===== config.mk =====
export PLATFORM = sky130hd
export DESIGN_NAME = i2c_irq_vector
export DESIGN_NICKNAME = d
export VERILOG_FILES = /design/src/rtl/i2c_irq_vector.sv
export SDC_FILE = /design/constraint.sdc
export NUM_CORES = 1
export LEC_CHECK = 0
export ABC_CLOCK_PERIOD_IN_PS = 1900
export BUFFER_PORTS_ARGS = -buffer_cell sky130_fd_sc_hd__buf_2
export CAP_MARGIN = 15
export CORE_MARGIN = 1
export CORE_UTILIZATION = 40
export CTS_CLUSTER_SIZE = 40
export DETAILED_ROUTE_END_ITERATION = 8
export GPL_TIMING_DRIVEN = 0
export PLACE_DENSITY = 0.85
export SYNTH_ARGS = -nofsm -noshare
export SYNTH_HDL_FRONTEND = slang
export SYNTH_SLANG_ARGS = --single-unit
export TNS_END_PERCENT = 30

===== constraint.sdc =====
create_clock -name clk -period 1.9 [get_ports clk]
set_input_delay 0.095 -clock clk [delete_from_list [all_inputs] [get_ports clk]]
set_output_delay 0.095 -clock clk [all_outputs]
set_load 0.05 [all_outputs]

===== src/rtl/i2c_irq_vector.sv =====
module i2c_irq_vector #(
  parameter int DATA_W     = 16,
  parameter int ADDR_W     = 2,
  parameter int MASK_ADDR  = 0,
  parameter int STAT_ADDR  = 1,
  parameter int VEC_ADDR   = 2,
  parameter int RSFULL_BIT = 11,
  parameter int BUSY_BIT   = 12
) (
  input  logic              clk,
  input  logic              rst_n,
  input  logic [6:0]        evt_pulse,
  input  logic              rsfull_in,
  input  logic              busy_in,
  input  logic              rx_data_rd,
  input  logic              tx_data_wr,
  input  logic              reg_wr,
  input  logic              reg_rd,
  input  logic [ADDR_W-1:0] reg_addr,
  input  logic [DATA_W-1:0] reg_wdata,
  output logic [DATA_W-1:0] reg_rdata,
  output logic              irq
);
  localparam int NEVT  = 7;
  localparam int VEC_W = $clog2(NEVT + 1);
  localparam logic [NEVT-1:0] DATA_BITS = 7'b0011000;
  localparam logic [NEVT-1:0] W1C_BITS  = ~DATA_BITS;

  logic [NEVT-1:0]  pend, mask_q, masked, clr_rd, clr_w1c, clr_dat;
  logic [VEC_W-1:0] vec;
  logic             rd_vec, wr_mask, wr_stat;

  assign masked  = pend & mask_q;
  assign irq     = |masked;
  assign rd_vec  = reg_rd && reg_addr == ADDR_W'(VEC_ADDR);
  assign wr_mask = reg_wr && reg_addr == ADDR_W'(MASK_ADDR);
  assign wr_stat = reg_wr && reg_addr == ADDR_W'(STAT_ADDR);

  always_comb begin
    vec = '0;
    for (int i = NEVT - 1; i >= 0; i--)
      if (masked[i]) vec = VEC_W'(i + 1);
  end

  always_comb begin
    clr_rd = '0;
    if (rd_vec && vec != '0) clr_rd[vec - VEC_W'(1)] = 1'b1;
    clr_rd &= W1C_BITS;
  end

  assign clr_w1c = wr_stat ? (reg_wdata[NEVT-1:0] & W1C_BITS) : '0;
  assign clr_dat = {2'b00, tx_data_wr, rx_data_rd, 3'b000};

  always_ff @(posedge clk or negedge rst_n) begin
    if (!rst_n) begin
      pend   <= '0;
      mask_q <= '0;
    end else begin
      pend <= (pend & ~(clr_rd | clr_w1c | clr_dat)) | evt_pulse;
      if (wr_mask) mask_q <= reg_wdata[NEVT-1:0];
    end
  end

  always_comb begin
    reg_rdata = '0;
    if (reg_addr == ADDR_W'(MASK_ADDR)) begin
      reg_rdata[NEVT-1:0] = mask_q;
    end else if (reg_addr == ADDR_W'(STAT_ADDR)) begin
      reg_rdata[NEVT-1:0]  = pend;
      reg_rdata[RSFULL_BIT] = rsfull_in;
      reg_rdata[BUSY_BIT]   = busy_in;
    end else if (reg_addr == ADDR_W'(VEC_ADDR)) begin
      reg_rdata[VEC_W-1:0] = vec;
    end
  end

  p_sticky_set_r2: assert property (@(posedge clk) disable iff (!rst_n)
    evt_pulse[0] |=> pend[0]);

  p_irq_has_cause_r5: assert property (@(posedge clk) disable iff (!rst_n)
    irq |-> vec != '0);

  p_vec_enabled_r4: assert property (@(posedge clk) disable iff (!rst_n)
    vec != '0 |-> mask_q[vec - VEC_W'(1)] && pend[vec - VEC_W'(1)]);

  p_read_retires_r6: assert property (@(posedge clk) disable iff (!rst_n)
    (rd_vec && vec == VEC_W'(1) && !evt_pulse[0]) |=> !pend[0]);

  p_xrdy_held_r8: assert property (@(posedge clk) disable iff (!rst_n)
    (pend[4] && !tx_data_wr) |=> pend[4]);

  p_rrdy_held_r7: assert property (@(posedge clk) disable iff (!rst_n)
    (pend[3] && !rx_data_rd) |=> pend[3]);
endmodule


==> flow_metrics.tcl, run 1 <==
set metrics [dict create \
    status "finished with violations" \
    violations "negative setup slack" \
    path_max_fanout 4 \
    synth_xor_xnor_area_share_pct 0 \
    max_freq_ghz 0.4707 \
    rsz0062_at_grt "true" \
    finClkSkew_ps 1.336 \
    cts_buffers 3 \
    gp_congestion 0.7958 \
    syn_to_final_growth_pct 52.99 \
    cts.reportedPaths.clkPinSlew_ps 80 \
    seq_area_frac_synth_pct 35.58 \
    synth_simple_gate_area_share_pct 20.33 \
    synth_area_um2 984.7 \
    synthesis.instances 102 \
    reg2reg_depth 10 \
    clockBufferDepth 2 \
    num-nets-final 196 \
    detail_route.vias_per_cell 5.410 \
    reg2reg_to "pend[1]" \
    period_share_pct 111.8 \
    crit_arrival_ps 2310 \
    ios 50 \
    final_hold_viol_count 0 \
    fin_util_pct 66.19 \
    fillers 175 \
    crit_family "simple AND/OR/NAND/NOR gates" \
    setup_viol 5 \
    h-tree-depth 1 \
    cap_violations 0 \
    antenna_left 0 \
    synthMuxAreaShare_pct 14.10 \
    hpwl_mm 1.769 \
    finalNonFillerCells 188 \
    synth-compound-area-share_pct 19.31 \
    fin_crit_ps 2124 \
    vias 1017 \
    initial_core_util_pct 43.27 \
    grt.total_usage_pct 21.61 \
    critPathMaxStageDelay_ps 440 \
    startpoint "pend[2]" \
    async_flop_share_pct 100.0 \
    portBuffers 33 \
    drt_iter0_drc 16 \
    tritoncts "done" \
    critical_path_class "register to register" \
    antenna_found_initial 0 \
    grt_pass1_wl_mm 4.202 \
    cts.sink_count 14 \
    post_dp_cell_area_um2 1217 \
    r2r_setup_slack_ps -220 \
    die_w_um 51.62 \
    timing.rr.start "pend[2]" \
    yosys.cell_types.count 36 \
    grt_pass1_vias 951 \
    grt_max_degree 15 \
    required_ps 2080 \
    drive_gt1_share_pct 54.37 \
    wirelength_mm 2.960 \
    power_density_nw_per_um2 878.8 \
    synth_top_area_share_pct 35.58 \
    yosys_register_bits 14 \
    place_inst 169 \
    routedWlPerCell_um 15.74 \
    ys_top_cells_by_area "dfrtp_1 (36%), mux2_2 (8.0%), mux2i_1 (6.1%), buf_4 (5.3%), a21oi_1 (3.6%)" \
    cp-endpoint "pend[1]" \
    critPathLaunchType "register" \
    die-area_um2 2664 \
    diodes 0 \
    die_y_um 51.62 \
    path_depth 10 \
    root_buffer "clkbuf_4" \
    synth_edf_count 0 \
    ys_warn_count 0 \
    drc_errors 0 \
    dr.pass1.iters 4 \
    hp-class "input port to register" \
    crit_chain "nand2_1, a32o_2, nor2_4, a21oi_2, ha_2, ha_4, and4bb_4, nand3_4, nor3b_2, a21oi_1" \
    irDropWorstVdd_uv 606.5 \
    synth.avg_cell_area_um2 9.654 \
    crit_path_end_kind "register" \
    critical-path-slowest-cell "dfrtp_1" \
    total_power_uw 1324 \
    final_cell_area_um2 1506 \
    synth_top_family_by_area "simple AND/OR/NAND/NOR gates" \
    synth.largest_area_cell "dfrtp_1" \
    clock_insertion_delay_worst_skew_ps 290 \
    overflow 0 \
    slew_violations 0 \
    yosys.area_share.adder_pct 2.541 \
    worst_slack_ps -224.4 \
    rows 17 \
    coreArea_um2 2276 \
    ys.flop_type "dfrtp_1" \
    power.leakage_uw 0.0006917 \
    cp_num_buf_inv 0 \
]
-- flip-flops by register name (all words and copies together) (netlist names) --
register,flops
mask_q,7
pend,7
-- cells in the mapped netlist, types with 2 or more instances --
cell type  instances
dfrtp_1           14
nand2_1            9
a21oi_1            7
buf_4              7
mux2_2             7
mux2i_1            6
nor2_1             6
a22oi_1            4
nand2b_1           4
nor3_1             3
a211oi_1           2
a21o_1             2
a22o_1             2
and2_1             2
ha_1               2
inv_1              2
nand3_1            2
nor4_1             2
o21ai_0            2
-- cells in the final DEF (no fill, tap or decap), drive strengths merged, types with 3 or more instances in the layout --
cell type / Yosys / routed
nor2: 6 / 6
mux2i: 6 / 6
nor3: 3 / 3
nand2b: 4 / 4
a21oi: 7 / 7
mux2: 7 / 7
dlygate4sd3: 0 / 3
conb: 1 / 7
o21ai: 3 / 3
dfrtp: 14 / 14
clkbuf: 0 / 5
nand2: 9 / 9
buf: 9 / 53
a22oi: 4 / 4
-- layer usage --
metal	track usage, %	routed length (um)
met1	26.51	1181
met2	36.58	1449
met3	2.339	210
met4	12.16	119
met5	0	0
-- worst reg2reg max path: stages, from the launching register on --
cell,delay (ps)
dfrtp_1,440
nand2_1,80
a32o_2,270
nor2_4,120
a21oi_2,60
ha_2,210
ha_4,150
and4bb_4,360
nand3_4,100
nor3b_2,160
a21oi_1,80
-- cell type report --
| type | instances | area [um2] | share of cell area (%) |
|---|---|---|---|
| buffer | 9 | 68.82 | 4.568 |
| clock buffer | 4 | 36.28 | 2.409 |
| inverter | 2 | 7.507 | 0.4983 |
| multi-input combinational | 83 | 710.7 | 47.18 |
| sequential | 14 | 351.6 | 23.34 |
| tap | 28 | 35.03 | 2.326 |
| timing repair buffer | 48 | 296.5 | 19.68 |
-- cell families (layout without fill, tap and decap cells) --
logic type      Yosys count  in the layout
simple gates             35             35
compound gates           26             26
flops                    14             14
mux                      13             13
buf+inv                  11             63
fa+ha+maj                 2              2
other cells               1              7
-- through the flow --
step	hold WS (ps)	setup slack (ps)	TNS, ps
3_3_place_gp	-2.968	-270.6	-1100
4_1_cts	5.023	-197.9	-818.5
6_report	19.42	-224.4	-1059
3_5_place_dp	13.23	-311.7	-1326
2_1_floorplan	-200.6	-64.48	-165.2
5_1_grt	19.64	-274.8	-1392
-- power breakdown --
part           switching, uW  total [uW]  internal [uW]
combinational            409         717            308
sequential              48.4         386            338
clock                    103         220            117
total                    561        1320            763
-- what timing repair did --
| action | in CTS | in global routing |
|---|---|---|
| cloned | 0 | 0 |
| pin swaps | 11 | 7 |
| hold buffers | 3 | 0 |
| hold endpoints to repair | 16 | 0 |
| resized for setup | 13 | 15 |
| endpoints found under the setup margin | 5 | 8 |
| setup buffers | 10 | 2 |
-- how the worst min path moves through the flow --
stage                            start        end  slack [ps]  cells past startpoint
final                     evt_pulse[0]    pend[0]          20                      3
after global routing      evt_pulse[0]    pend[0]          20                      3
after CTS                 evt_pulse[0]    pend[0]           5                      3
after detailed placement         rst_n  mask_q[1]          10                      1
after global placement           rst_n    pend[3]          -3                      1
after floorplan                  rst_n  mask_q[0]        -200                      0
(Power assumes the default switching activity.)
==> run 2, diff against run 1 <==
--- a/config.mk
+++ b/config.mk
@@ -8,12 +8,14 @@
 export ABC_CLOCK_PERIOD_IN_PS = 1900
 export BUFFER_PORTS_ARGS = -buffer_cell sky130_fd_sc_hd__buf_2
 export CAP_MARGIN = 15
+export CELL_PAD_IN_SITES_DETAIL_PLACEMENT = 0
+export CELL_PAD_IN_SITES_GLOBAL_PLACEMENT = 1
 export CORE_MARGIN = 1
-export CORE_UTILIZATION = 40
+export CORE_UTILIZATION = 29
 export CTS_CLUSTER_SIZE = 40
 export DETAILED_ROUTE_END_ITERATION = 8
 export GPL_TIMING_DRIVEN = 0
-export PLACE_DENSITY = 0.85
+export PLACE_DENSITY = 0.86
 export SYNTH_ARGS = -nofsm -noshare
 export SYNTH_HDL_FRONTEND = slang
 export SYNTH_SLANG_ARGS = --single-unit
==> run 2 against run 1 <==
Against the previous run:
- the run still ends with negative setup slack left
- critical path depth stayed put
- first-iteration DRC count is 140% higher
- sequential cell count stayed put
- maximum frequency is 2.7% higher
- die area is 36% higher
- critical path type unchanged
- largest cell class unchanged
- highest routed layer unchanged
==> flow_metrics.tcl, run 2 (same netlist as run 1, synthesis figures left out) <==
set metrics [dict create \
    crit_chain "nand2_1, a32o_2, nor2_4, a21oi_2, ha_2, ha_4, and4bb_4, nand2b_4, nor3_1, a211oi_1" \
    drt_iter0_drc 38 \
    setup_viol 5 \
    diodes 0 \
    clock_insertion_delay_worst_skew_ps 280 \
    critPathMaxStageDelay_ps 430 \
    vias 981 \
    grt_max_degree 15 \
    critPathLaunchType "register" \
    antenna_found_initial 0 \
    crit_arrival_ps 2230 \
    critical-path-slowest-cell "dfrtp_1" \
    grt_pass1_vias 936 \
    antenna_left 0 \
    finalNonFillerCells 202 \
    slew_violations 0 \
    cts_buffers 3 \
    cap_violations 0 \
    reg2reg_depth 10 \
    overflow 0 \
    reg_top3 "mask_q x7, pend x7" \
    rows 20 \
    cts.sink_count 14 \
    coreArea_um2 3128 \
    critical_path_class "register to register" \
    root_buffer "clkbuf_4" \
    finClkSkew_ps 5.779 \
    wirelength_mm 2.670 \
    die_w_um 60.27 \
    cp_num_buf_inv 0 \
    path_max_fanout 4 \
    drive_gt1_share_pct 53.16 \
    dr.pass1.iters 4 \
    fillers 291 \
    final_hold_viol_count 0 \
    place_inst 185 \
    hp-class "input port to register" \
    portBuffers 33 \
    finalSetupTns_ps -733.4 \
    routedWlPerCell_um 13.22 \
    fin_util_pct 47.44 \
    die-area_um2 3632 \
    h-tree-depth 1 \
    power_density_nw_per_um2 852.0 \
    worst_slack_ps -168.7 \
    grt_pass1_wl_mm 4.064 \
    clockBufferDepth 2 \
    die_y_um 60.27 \
    drc_errors 0 \
    violations "negative setup slack" \
    required_ps 2060 \
    fin_crit_ps 2069 \
    total_power_uw 1264 \
    crit_family "simple AND/OR/NAND/NOR gates" \
    crit_path_end_kind "register" \
    holdWs_ps 13.62 \
    path_depth 10 \
    irDropWorstVdd_uv 332.7 \
    ios 50 \
    mostFrequentLayoutCells "buf_2 (32), buf_4 (18), dfrtp_1 (14), nand2_1 (9)" \
    period_share_pct 108.9 \
    hpwl_mm 1.904 \
    grt.total_usage_pct 15.21 \
    hold_path_depth 3 \
    syn_to_final_growth_pct 50.70 \
    power.leakage_uw 0.0006770 \
    detail_route.vias_per_cell 4.856 \
    cts.reportedPaths.clkPinSlew_ps 90 \
    final_common_cell "buf_2" \
    num-nets-final 194 \
    r2r_setup_slack_ps -170 \
    status "finished with violations" \
    max_freq_ghz 0.4834 \
    tritoncts "done" \
    initial_core_util_pct 31.48 \
    gp_congestion 0.7838 \
    rsz0062_at_grt "true" \
]
-- run 2: per-stage QoR --
stage	cell area [um2]	setup slack (ps)
6_report	1484	-168.7
5_1_grt	1484	-253.8
4_1_cts	1429	-189.0
3_5_place_dp	1237	-303.4
3_3_place_gp	1237	-289.0
2_1_floorplan	1017	-64.48
-- run 2: final timing paths --
check | start | end
setup / recovery | pend[2] | pend[6]
hold / removal | evt_pulse[0] | pend[0]
setup reg to reg | pend[2] | pend[6]
hold reg to reg | pend[4] | pend[4]
max in group asynchronous | rst_n | mask_q[5]
min in group asynchronous | rst_n | pend[3]
-- run 2: cell type report --
type	instances	area, um2	area share [%]
Inverter	2	7.507	0.5059
Multi-Input combinational cell	83	686.9	46.29
Tap cell	44	55.05	3.710
Clock buffer	4	36.28	2.445
Sequential cell	14	350.3	23.61
Buffer	9	68.82	4.637
Timing Repair Buffer	46	279.0	18.80
-- run 2: where the power goes --
| part | switching, uW | internal [uW] | leakage [uW] |
|---|---|---|---|
| Clock | 101 | 117 | 0.0000210 |
| Sequential | 48.2 | 338 | 0.000150 |
| Combinational | 371 | 291 | 0.000506 |
-- run 2: repair_timing --
item,4_1_cts,5_1_grt
resized for setup,11,12
pin swaps,9,3
buffers inserted,10,0
hold buffers,3,0
setup endpoints to repair,5,8
hold endpoints to repair,16,0
-- run 2: tightest hold or removal path, stage by stage --
cell     delay (ps)
buf_2            70
a21oi_1          30
o21ai_1          60
-- run 2: metal layers --
| metal | up-vias | part of all wire, % | track usage (%) |
|---|---|---|---|
| met5 | - | 0 | 0 |
| met4 | 0 | 1.1 | 5.980 |
| met3 | 4 | 4.7 | 1.515 |
| met2 | 38 | 51 | 27.47 |
| met1 | 465 | 43 | 18.19 |
| li1 | 474 | - | - |
==> run 3, diff against run 2 <==
--- a/config.mk
+++ b/config.mk
@@ -5,17 +5,17 @@
 export SDC_FILE = /design/constraint.sdc
 export NUM_CORES = 1
 export LEC_CHECK = 0
-export ABC_CLOCK_PERIOD_IN_PS = 1900
+export ABC_CLOCK_PERIOD_IN_PS = 2150
 export BUFFER_PORTS_ARGS = -buffer_cell sky130_fd_sc_hd__buf_2
 export CAP_MARGIN = 15
 export CELL_PAD_IN_SITES_DETAIL_PLACEMENT = 0
 export CELL_PAD_IN_SITES_GLOBAL_PLACEMENT = 1
 export CORE_MARGIN = 1
-export CORE_UTILIZATION = 29
+export CORE_UTILIZATION = 32
 export CTS_CLUSTER_SIZE = 40
 export DETAILED_ROUTE_END_ITERATION = 8
 export GPL_TIMING_DRIVEN = 0
-export PLACE_DENSITY = 0.86
+export PLACE_DENSITY = 0.89
 export SYNTH_ARGS = -nofsm -noshare
 export SYNTH_HDL_FRONTEND = slang
 export SYNTH_SLANG_ARGS = --single-unit
==> constraint.sdc (replaced) <==
create_clock -name clk -period 2.15 [get_ports clk]
set_input_delay 0.1075 -clock clk [delete_from_list [all_inputs] [get_ports clk]]
set_output_delay 0.1075 -clock clk [all_outputs]
set_load 0.05 [all_outputs]
==> run 3 against run 2 <==
Against the previous run:
- the flow finishes with violations (design-rule violations, negative setup slack)
- register-to-register slack better by 160 ps
- sequential share of layout area up 0.93 points
- sequential cell count unchanged
- global-route usage up 1.3 points
- maximum frequency down 4.0%
- cell count down 6.9%
- final area down 3.8%
- largest power group unchanged
==> flow_metrics.tcl, run 3 (same netlist as run 1, synthesis figures left out) <==
set metrics [dict create \
    hp-class "input port to register" \
    syn_to_final_growth_pct 44.98 \
    final_hold_viol_count 0 \
    startpoint "pend[2]" \
    mostFrequentLayoutCells "buf_2 (34), buf_4 (19), dfrtp_1 (14), nand2_1 (9)" \
    path_max_fanout 4 \
    antenna_left 0 \
    grt_pass1_vias 934 \
    h-tree-depth 1 \
    portBuffers 33 \
    clockBufferDepth 2 \
    drive_gt1_share_pct 52.87 \
    hpwl_mm 1.970 \
    antenna_found_initial 0 \
    coreArea_um2 2829 \
    root_buffer "clkbuf_4" \
    fillers 265 \
    violations "design-rule violations, negative setup slack" \
    rows 19 \
    place_inst 172 \
    wirelength_mm 2.685 \
    critPathLaunchType "register" \
    die_w_um 57.47 \
    vias 980 \
    crit_arrival_ps 2320 \
    grt_pass1_wl_mm 4.160 \
    die-area_um2 3303 \
    hold_path_depth 2 \
    timing.rr.start "pend[2]" \
    total_power_uw 1056 \
    cap_violations 0 \
    tritoncts "done" \
    reg2reg_depth 10 \
    power.leakage_uw 0.0006651 \
    max_freq_ghz 0.4642 \
    setup_viol 1 \
    cts_buffers 3 \
    crit_path_end_kind "register" \
    rsz0062_at_grt "true" \
    period_share_pct 100.2 \
    power_density_nw_per_um2 739.5 \
    critical_path_class "register to register" \
    initial_core_util_pct 34.81 \
    irDropWorstVdd_uv 256.0 \
    detail_route.vias_per_cell 5.213 \
    status "finished with violations" \
    reg2reg_to "pend[1]" \
    finClkSkew_ps 7.156 \
    grt_max_degree 15 \
    final_common_cell "buf_2" \
    fin_crit_ps 2154 \
    ios 50 \
    overflow 0 \
    die_y_um 57.47 \
    cts.sink_count 14 \
    gp_congestion 0.8975 \
    cts.reportedPaths.clkPinSlew_ps 90 \
    clock_insertion_delay_worst_skew_ps 280 \
    finalNonFillerCells 188 \
    required_ps 2310 \
    worst_slack_ps -4.305 \
    r2r_setup_slack_ps -4 \
    reg_top3 "mask_q x7, pend x7" \
    diodes 0 \
    grt.total_usage_pct 16.48 \
    drc_errors 5 \
    holdWs_ps 6.387 \
    slew_violations 0 \
    drt_iter0_drc 30 \
    dr.pass1.iters 6 \
    cp-endpoint "pend[1]" \
    num-nets-final 194 \
    routedWlPerCell_um 14.28 \
]
-- run 3: changes by cell type in the layout (fill, tap and decap cells not counted), moves of 2 or more --
cell           previous run  this run
a21oi_1                   6         4
a21oi_2                   1         3
buf_2                    32        34
dlygate4sd3_1             3         1
-- run 3: how the worst min path moves through the flow --
stage            startpoint        end  slack [ps]
3_5_place_dp          rst_n    pend[0]          30
5_1_grt        evt_pulse[4]    pend[4]        -0.4
4_1_cts        evt_pulse[4]    pend[4]           3
3_3_place_gp          rst_n  mask_q[6]          20
6_report       evt_pulse[4]    pend[4]           6
2_1_floorplan         rst_n  mask_q[0]        -190
-- run 3: critical path: stages, from the launching register on --
cell      delay (ps)
dfrtp_1          430
nand2_1           70
a32o_2           270
nor2_4           120
a21oi_2           50
ha_2             210
ha_4             140
and4bb_4         370
nand3_4          100
nor3b_2          200
a21oi_2           70
-- run 3: final cells by class --
| cell class | count | area (um2) | area share, % |
|---|---|---|---|
| sequential | 14 | 350.3 | 24.54 |
| multi-input combinational | 83 | 674.4 | 47.24 |
| inverter | 2 | 7.507 | 0.5259 |
| clock buffer | 3 | 22.52 | 1.578 |
| tap | 31 | 38.79 | 2.717 |
| buffer | 9 | 68.82 | 4.820 |
| timing repair buffer | 46 | 265.3 | 18.58 |
-- run 3: report_power, final --
part / switching [uW] / internal (uW)
registers: 45.5 / 298
logic: 316 / 247
clock network: 83.5 / 64.9
total: 445 / 610
-- run 3: stage by stage --
stage | setup TNS, ps | worst slack, ps | util [%] | cell area (um2)
floorplan | 0 | 90.77 | - | 1007
global placement | -547.8 | -175.3 | 42.81 | 1211
detailed placement | -586.8 | -180.1 | 42.81 | 1211
CTS | -64.48 | -34.34 | 46.57 | 1318
global route | -237.8 | -103.7 | 50.46 | 1428
finish | -4.305 | -4.305 | 50.46 | 1428
-- run 3: metal layers --
layer	vias to the layer above	global-route usage (%)	wire length (um)	part of all wire (%)
met1	457	19.80	1120	42
met4	0	9.059	44	1.6
met5	-	0	0	0
met2	41	28.74	1385	52
li1	478	-	-	-
met3	4	1.587	134	5.0
-- run 3: what timing repair did --
item	CTS	global route
setup endpoints to repair	4	5
pin swaps	3	7
hold buffers	1	0
resized for setup	5	15
hold endpoints to repair	14	0
buffers inserted	7	5
